$ cat config.mk
export PLATFORM = sky130hd
export DESIGN_NAME = slot_dispatch
export DESIGN_NICKNAME = d
export VERILOG_FILES = /design/src/rtl/disp_pkg.sv /design/src/rtl/disp_cond_match.sv /design/src/rtl/disp_word_decode.sv /design/src/rtl/disp_issue_fsm.sv /design/src/rtl/slot_dispatch.sv
export SDC_FILE = /design/constraint.sdc
export NUM_CORES = 1
export LEC_CHECK = 0
export BUFFER_PORTS_ARGS = -buffer_cell sky130_fd_sc_hd__buf_2
export CAP_MARGIN = 10
export CORE_UTILIZATION = 45
export CTS_BUF_LIST = sky130_fd_sc_hd__clkbuf_2
export DETAILED_ROUTE_END_ITERATION = 16
export MAX_ROUTING_LAYER = met4
export PLACE_DENSITY = 0.66
export SYNTH_ARGS = -nofsm -noshare
export SYNTH_HDL_FRONTEND = slang
export SYNTH_HIERARCHICAL = 1
export SYNTH_SLANG_ARGS = --single-unit
$ cat constraint.sdc
create_clock -name clk_i -period 2.15 [get_ports clk_i]
set_input_delay 0.43 -clock clk_i [delete_from_list [all_inputs] [get_ports clk_i]]
set_output_delay 0.43 -clock clk_i [all_outputs]
set_load 0.03 [all_outputs]
$ cat src/rtl/disp_pkg.sv
package disp_pkg;
  localparam int WORD_W  = 32;
  localparam int LONG_W  = 30;
  localparam int SHORT_W = 15;
  localparam int CLASS_W = 6;

  typedef enum logic [2:0] {
    TAG_LEFT  = 3'd0,
    TAG_RIGHT = 3'd1,
    TAG_LPAR  = 3'd2,
    TAG_RPAR  = 3'd3,
    TAG_LONG  = 3'd4
  } slot_tag_e;

  typedef enum logic [1:0] {
    ST_IDLE,
    ST_FIRST,
    ST_WAIT,
    ST_SECOND
  } disp_state_e;

  typedef struct packed {
    logic [LONG_W-1:0]  bits;
    slot_tag_e          tag;
    logic [CLASS_W-1:0] cls;
  } issue_item_t;

  typedef struct packed {
    issue_item_t first;
    issue_item_t second;
    logic        has_second;
    logic        cond;
  } word_plan_t;
endpackage

$ cat src/rtl/disp_cond_match.sv
module disp_cond_match #(
  parameter int N_PAT = 2,
  parameter int SW    = 15,
  parameter logic [N_PAT*SW-1:0] PAT_MASK  = '0,
  parameter logic [N_PAT*SW-1:0] PAT_MATCH = '0
) (
  input  logic [SW-1:0] slot_i,
  output logic          hit_o
);
  logic [N_PAT-1:0] hits;

  for (genvar g = 0; g < N_PAT; g++) begin : g_pat
    assign hits[g] = (slot_i & PAT_MASK[g*SW +: SW]) == PAT_MATCH[g*SW +: SW];
  end

  assign hit_o = |hits;
endmodule

$ cat src/rtl/disp_word_decode.sv
module disp_word_decode
  import disp_pkg::*;
#(
  parameter int N_PAT = 2,
  parameter logic [N_PAT*SHORT_W-1:0] PAT_MASK  = '0,
  parameter logic [N_PAT*SHORT_W-1:0] PAT_MATCH = '0
) (
  input  logic [WORD_W-1:0] word_i,
  output word_plan_t        plan_o
);
  localparam int CLS_LO = SHORT_W - CLASS_W;

  logic [SHORT_W-1:0] lslot, rslot;
  logic               lcond, rcond;

  assign lslot = word_i[2*SHORT_W-1:SHORT_W];
  assign rslot = word_i[SHORT_W-1:0];

  disp_cond_match #(.N_PAT(N_PAT), .SW(SHORT_W), .PAT_MASK(PAT_MASK), .PAT_MATCH(PAT_MATCH))
    u_lmatch (.slot_i(lslot), .hit_o(lcond));
  disp_cond_match #(.N_PAT(N_PAT), .SW(SHORT_W), .PAT_MASK(PAT_MASK), .PAT_MATCH(PAT_MATCH))
    u_rmatch (.slot_i(rslot), .hit_o(rcond));

  function automatic issue_item_t mk_short(input logic [SHORT_W-1:0] s, input slot_tag_e t);
    issue_item_t it;
    it.bits = {{(LONG_W-SHORT_W){1'b0}}, s};
    it.tag  = t;
    it.cls  = s[SHORT_W-1:CLS_LO];
    return it;
  endfunction

  always_comb begin
    plan_o            = '0;
    plan_o.has_second = 1'b1;
    unique case (word_i[WORD_W-1:WORD_W-2])
      2'b11: begin
        plan_o.first.bits = word_i[LONG_W-1:0];
        plan_o.first.tag  = TAG_LONG;
        plan_o.first.cls  = word_i[LONG_W-1:LONG_W-CLASS_W];
        plan_o.has_second = 1'b0;
      end
      2'b10: begin
        plan_o.first  = mk_short(rslot, TAG_RIGHT);
        plan_o.second = mk_short(lslot, TAG_LEFT);
      end
      2'b01: begin
        plan_o.first  = mk_short(lslot, TAG_LEFT);
        plan_o.second = mk_short(rslot, TAG_RIGHT);
      end
      default: begin
        if (lcond) begin
          plan_o.first  = mk_short(lslot, TAG_LEFT);
          plan_o.second = mk_short(rslot, TAG_RIGHT);
          plan_o.cond   = 1'b1;
        end else if (rcond) begin
          plan_o.first  = mk_short(rslot, TAG_RIGHT);
          plan_o.second = mk_short(lslot, TAG_LEFT);
          plan_o.cond   = 1'b1;
        end else begin
          plan_o.first  = mk_short(lslot, TAG_LPAR);
          plan_o.second = mk_short(rslot, TAG_RPAR);
        end
      end
    endcase
  end
endmodule

$ cat src/rtl/disp_issue_fsm.sv
module disp_issue_fsm
  import disp_pkg::*;
(
  input  logic        clk_i,
  input  logic        rst_ni,
  input  logic        word_valid_i,
  input  word_plan_t  plan_i,
  output logic        word_ready_o,
  output logic        iss_valid_o,
  input  logic        iss_ready_i,
  output issue_item_t item_o,
  input  logic        flag_valid_i,
  input  logic        flag_i,
  output logic        done_o
);
  disp_state_e state_q, state_d;
  word_plan_t  plan_q;
  logic        done_q, fin;

  assign word_ready_o = (state_q == ST_IDLE);
  assign iss_valid_o  = (state_q == ST_FIRST) || (state_q == ST_SECOND);
  assign item_o       = (state_q == ST_SECOND) ? plan_q.second : plan_q.first;
  assign done_o       = done_q;

  always_comb begin
    state_d = state_q;
    fin     = 1'b0;
    unique case (state_q)
      ST_IDLE:
        if (word_valid_i) state_d = ST_FIRST;
      ST_FIRST:
        if (iss_ready_i) begin
          if (!plan_q.has_second) begin
            state_d = ST_IDLE;
            fin     = 1'b1;
          end else if (plan_q.cond) begin
            state_d = ST_WAIT;
          end else begin
            state_d = ST_SECOND;
          end
        end
      ST_WAIT:
        if (flag_valid_i) begin
          if (flag_i) begin
            state_d = ST_SECOND;
          end else begin
            state_d = ST_IDLE;
            fin     = 1'b1;
          end
        end
      default:
        if (iss_ready_i) begin
          state_d = ST_IDLE;
          fin     = 1'b1;
        end
    endcase
  end

  always_ff @(posedge clk_i or negedge rst_ni) begin
    if (!rst_ni) begin
      state_q <= ST_IDLE;
      plan_q  <= '0;
      done_q  <= 1'b0;
    end else begin
      state_q <= state_d;
      done_q  <= fin;
      if (state_q == ST_IDLE && word_valid_i) plan_q <= plan_i;
    end
  end
endmodule

$ cat src/rtl/slot_dispatch.sv
module slot_dispatch
  import disp_pkg::*;
#(
  parameter int N_PAT = 2,
  parameter logic [N_PAT*SHORT_W-1:0] PAT_MASK  = {15'h7E00, 15'h7E00},
  parameter logic [N_PAT*SHORT_W-1:0] PAT_MATCH = {15'h7A00, 15'h7800}
) (
  input  logic               clk_i,
  input  logic               rst_ni,
  input  logic               word_valid_i,
  input  logic [WORD_W-1:0]  word_i,
  output logic               word_ready_o,
  output logic               iss_valid_o,
  input  logic               iss_ready_i,
  output logic [LONG_W-1:0]  iss_bits_o,
  output logic [2:0]         iss_tag_o,
  output logic [CLASS_W-1:0] iss_class_o,
  input  logic               flag_valid_i,
  input  logic               flag_i,
  output logic               done_o
);
  word_plan_t  plan;
  issue_item_t item;

  disp_word_decode #(.N_PAT(N_PAT), .PAT_MASK(PAT_MASK), .PAT_MATCH(PAT_MATCH)) u_dec (
    .word_i (word_i),
    .plan_o (plan)
  );

  disp_issue_fsm u_fsm (
    .clk_i        (clk_i),
    .rst_ni       (rst_ni),
    .word_valid_i (word_valid_i),
    .plan_i       (plan),
    .word_ready_o (word_ready_o),
    .iss_valid_o  (iss_valid_o),
    .iss_ready_i  (iss_ready_i),
    .item_o       (item),
    .flag_valid_i (flag_valid_i),
    .flag_i       (flag_i),
    .done_o       (done_o)
  );

  assign iss_bits_o  = item.bits;
  assign iss_tag_o   = item.tag;
  assign iss_class_o = item.cls;
endmodule

==> impl_metrics.env <==
export IMPL_dpl_cell_area_sq_um=5220
export IMPL_fin_crit_sh=1.05
export IMPL_yosys_warnings=6
export IMPL_swShare=0.370
export IMPL_hold_violations=0
export IMPL_first_pass_iters=4
export IMPL_netlist_area_leader_share=0.427
export IMPL_viasPerCell=5.06
export IMPL_initial_core_util=0.468
export IMPL_syn_area_sq_um=4870
export IMPL_dieArea_sq_um=11200
export IMPL_top_layer="met4"
export IMPL_timing_hold_ws_ns=0.0949
export IMPL_clkSinkCount=83
export IMPL_synth_edf_count=0
export IMPL_antenna_found_initial=0
export IMPL_synth_cell_types=33
export IMPL_wl_met3_um=438
export IMPL_clk_latency_ns=0.54
export IMPL_htreeDepth=3
export IMPL_p_clk_frac=0.098
export IMPL_cp_startpoint="u_fsm/state_q[1]$_DFFE_PN0P_"
export IMPL_dp_hpwl_mm=6.42
export IMPL_wl_met2_mm=5.18
export IMPL_r2r_start="u_fsm/state_q[1]$_DFFE_PN0P_"
export IMPL_hold_start="iss_ready_i"
export IMPL_setup_tns_ns=-3.32
export IMPL_fin_crit_ns=2.25
export IMPL_worst_slack_ns=-0.103
export IMPL_grt_pass1_wl_mm=16.1
export IMPL_intPower_mw=5.98
export IMPL_area_delta_synth_final_pct=21.6
export IMPL_clock_path_buffers=2
export IMPL_violations="negative setup slack"
export IMPL_synthFlopType="dfrtp_1"
export IMPL_yosys_area_top_type="dfrtp_1"
export IMPL_crit_path_max_fanout=10
export IMPL_worstPathRequired_ns=1.72
export IMPL_setup_violations=39
export IMPL_drc=0
export IMPL_layout_nets=450
export IMPL_reg2reg_slack_ns=0.26
export IMPL_ioPinCount=80
export IMPL_tritoncts="done"
export IMPL_routedLengthMet1_mm=4.62
export IMPL_synth_area_leaders="dfrtp_1, mux2_4, mux2_2"
export IMPL_fmax_mhz=444
export IMPL_rsz0062_at_grt="yes"
export IMPL_ir_drop_mv=0.952
export IMPL_cts_buffers=9
export IMPL_power_density_nw_per_um2=1600
export IMPL_clkTransAtPathRegs_ns=0.22
export IMPL_die_w_um=106
export IMPL_die_y_um=106
export IMPL_drt_total_wl_mm=10.3
export IMPL_ys_seq_elements=83
export IMPL_track_usage=0.192
export IMPL_worstSetupStartpointType="flop"
export IMPL_route_vias_total=2806
export IMPL_pwr_share_comb=0.611
export IMPL_grt_pass1_vias=3066
export IMPL_first_iter_violations=52
export IMPL_power_frac_seq=0.291
export IMPL_slew_violations=0
export IMPL_arrival_ns=1.82
export IMPL_critPathKind="reg -> out"
export IMPL_status="complete, but fails checks"
export IMPL_wl_per_cell_um=18.7
export IMPL_cts_root_buf="clkbuf_2"
export IMPL_cp_end_kind="output port"
export IMPL_fin_area_sq_um=5920
export IMPL_hold_path_class="in -> reg"
export IMPL_syn_inst=328
export IMPL_power_mw=9.50
export IMPL_std_cell_rows=37
export IMPL_p_sw_mw=3.52
export IMPL_place_congestion=0.863
export IMPL_seq_area_frac_synth=0.427
export IMPL_p_leak_nw=2.98
export IMPL_layout_drive_gt1_share=0.638
export IMPL_ant_nets=0
export IMPL_skew_ns=0.0180
export IMPL_coreArea_sq_um=10400
export IMPL_synthArstFlopShare=1.00
export IMPL_portBuffers=79
export IMPL_syn_area_per_cell_sq_um=14.8
export IMPL_drv_cap=0
export IMPL_overflow=0
export IMPL_grt_start_max_net_pins=50
==> state kept, by name (all words and copies together) (netlist names) <==
signal and cells:
u_fsm/done_o 1, u_fsm/plan_q 80, u_fsm/state_q 2
==> routing by layer <==
layer,vias up,track usage
met3,9,0.0478
met4,0,0.0645
met5,-,-
met1,1420,0.231
met2,74,0.317
li1,1303,-
==> critical path: stages, from the launching register on <==
cell     delay (ns)
dfrtp_2        0.49
nand2_8        0.16
buf_16         0.18
mux2_4         0.32
buf_6          0.14
==> cell type report <==
| type | instances | area, sq um |
|---|---|---|
| clock inverters | 7 | 92.6 |
| multi-input cells | 211 | 2540 |
| fillers | 864 | 4500 |
| clock buffers | 9 | 45.0 |
| repair buffers | 104 | 978 |
| inverters | 3 | 11.3 |
| flip-flops and latches | 83 | 2080 |
| diodes | 1 | 2.50 |
| well taps | 136 | 170 |
==> synth_stat cells (2+ instances only) <==
master and number:
nand2_1 2, a22o_1 15, buf_6 3, a311oi_1 2
nand4_1 2, buf_2 7, mux2_1 9, inv_1 2
dfrtp_1 83, buf_12 9, mux2_4 94, nand2b_1 2
nor2_1 3, clkbuf_1 2, and3_1 15, mux2_2 37
buf_4 25
==> cells in the final DEF, fill, tap and decap left out, types with 2 or more instances in the layout <==
| cell type | n |
|---|---|
| mux2_4 | 129 |
| dfrtp_1 | 81 |
| buf_6 | 40 |
| buf_2 | 39 |
| conb_1 | 16 |
| buf_4 | 15 |
| and3_1 | 15 |
| a22o_1 | 15 |
| mux2_2 | 10 |
| clkbuf_2 | 9 |
| buf_12 | 4 |
| clkbuf_16 | 3 |
| nor2_1 | 3 |
| clkinvlp_4 | 2 |
| bufinv_16 | 2 |
| buf_16 | 2 |
| inv_1 | 2 |
| nand4_1 | 2 |
| nand2b_1 | 2 |
| a311oi_1 | 2 |
| dfrtp_2 | 2 |
==> power groups by stage <==
stage	logic (mW)	registers (mW)	clock network, mW
floorplan	3.72	2.61	0
global placement	4.33	2.73	0
detailed placement	4.38	2.76	0
CTS	5.43	2.73	0.966
global route	6.06	2.87	1.03
finish	5.80	2.77	0.930
==> kinds of logic after synthesis <==
family | Yosys count | share of synthesized area
simple gates | 32 | 0.0401
buf+inv | 49 | 0.0935
compound gates | 22 | 0.0409
other cells | 1 | 0.000770
flops | 83 | 0.427
mux | 141 | 0.398
==> path summary, 6_finish.rpt <==
check / cells past startpoint / to
max in group asynchronous: 3 / u_fsm/plan_q[66]$_DFFE_PN0P_
worst min register to register: 1 / u_fsm/done_o$_DFF_PN0_
worst max-delay path: 4 / iss_bits_o[14]
worst min-delay path: 2 / u_fsm/state_q[0]$_DFFE_PN0P_
min in group asynchronous: 2 / u_fsm/plan_q[39]$_DFFE_PN0P_
worst max register to register: 5 / u_fsm/plan_q[74]$_DFFE_PN0P_
==> repair_timing <==
| item | CTS | global route |
|---|---|---|
| resized for setup | 97 | 26 |
| gates cloned | 2 | 4 |
| endpoints found under the hold margin | 30 | 0 |
| hold buffers | 1 | 0 |
| pin swaps | 0 | 1 |
| setup buffers | 2 | 0 |
| endpoints found under the setup margin | 39 | 39 |
==> per-stage QoR <==
stage | util | worst slack, ns | cells
5_1_grt | 0.568 | -0.227 | 553
3_5_place_dp | 0.501 | -0.0315 | 528
3_3_place_gp | 0.501 | 0.0576 | 528
2_1_floorplan | - | 0.226 | 343
6_report | 0.568 | -0.103 | 554
4_1_cts | 0.551 | -0.196 | 549
Note: power is estimated with default switching activity, not from simulation.
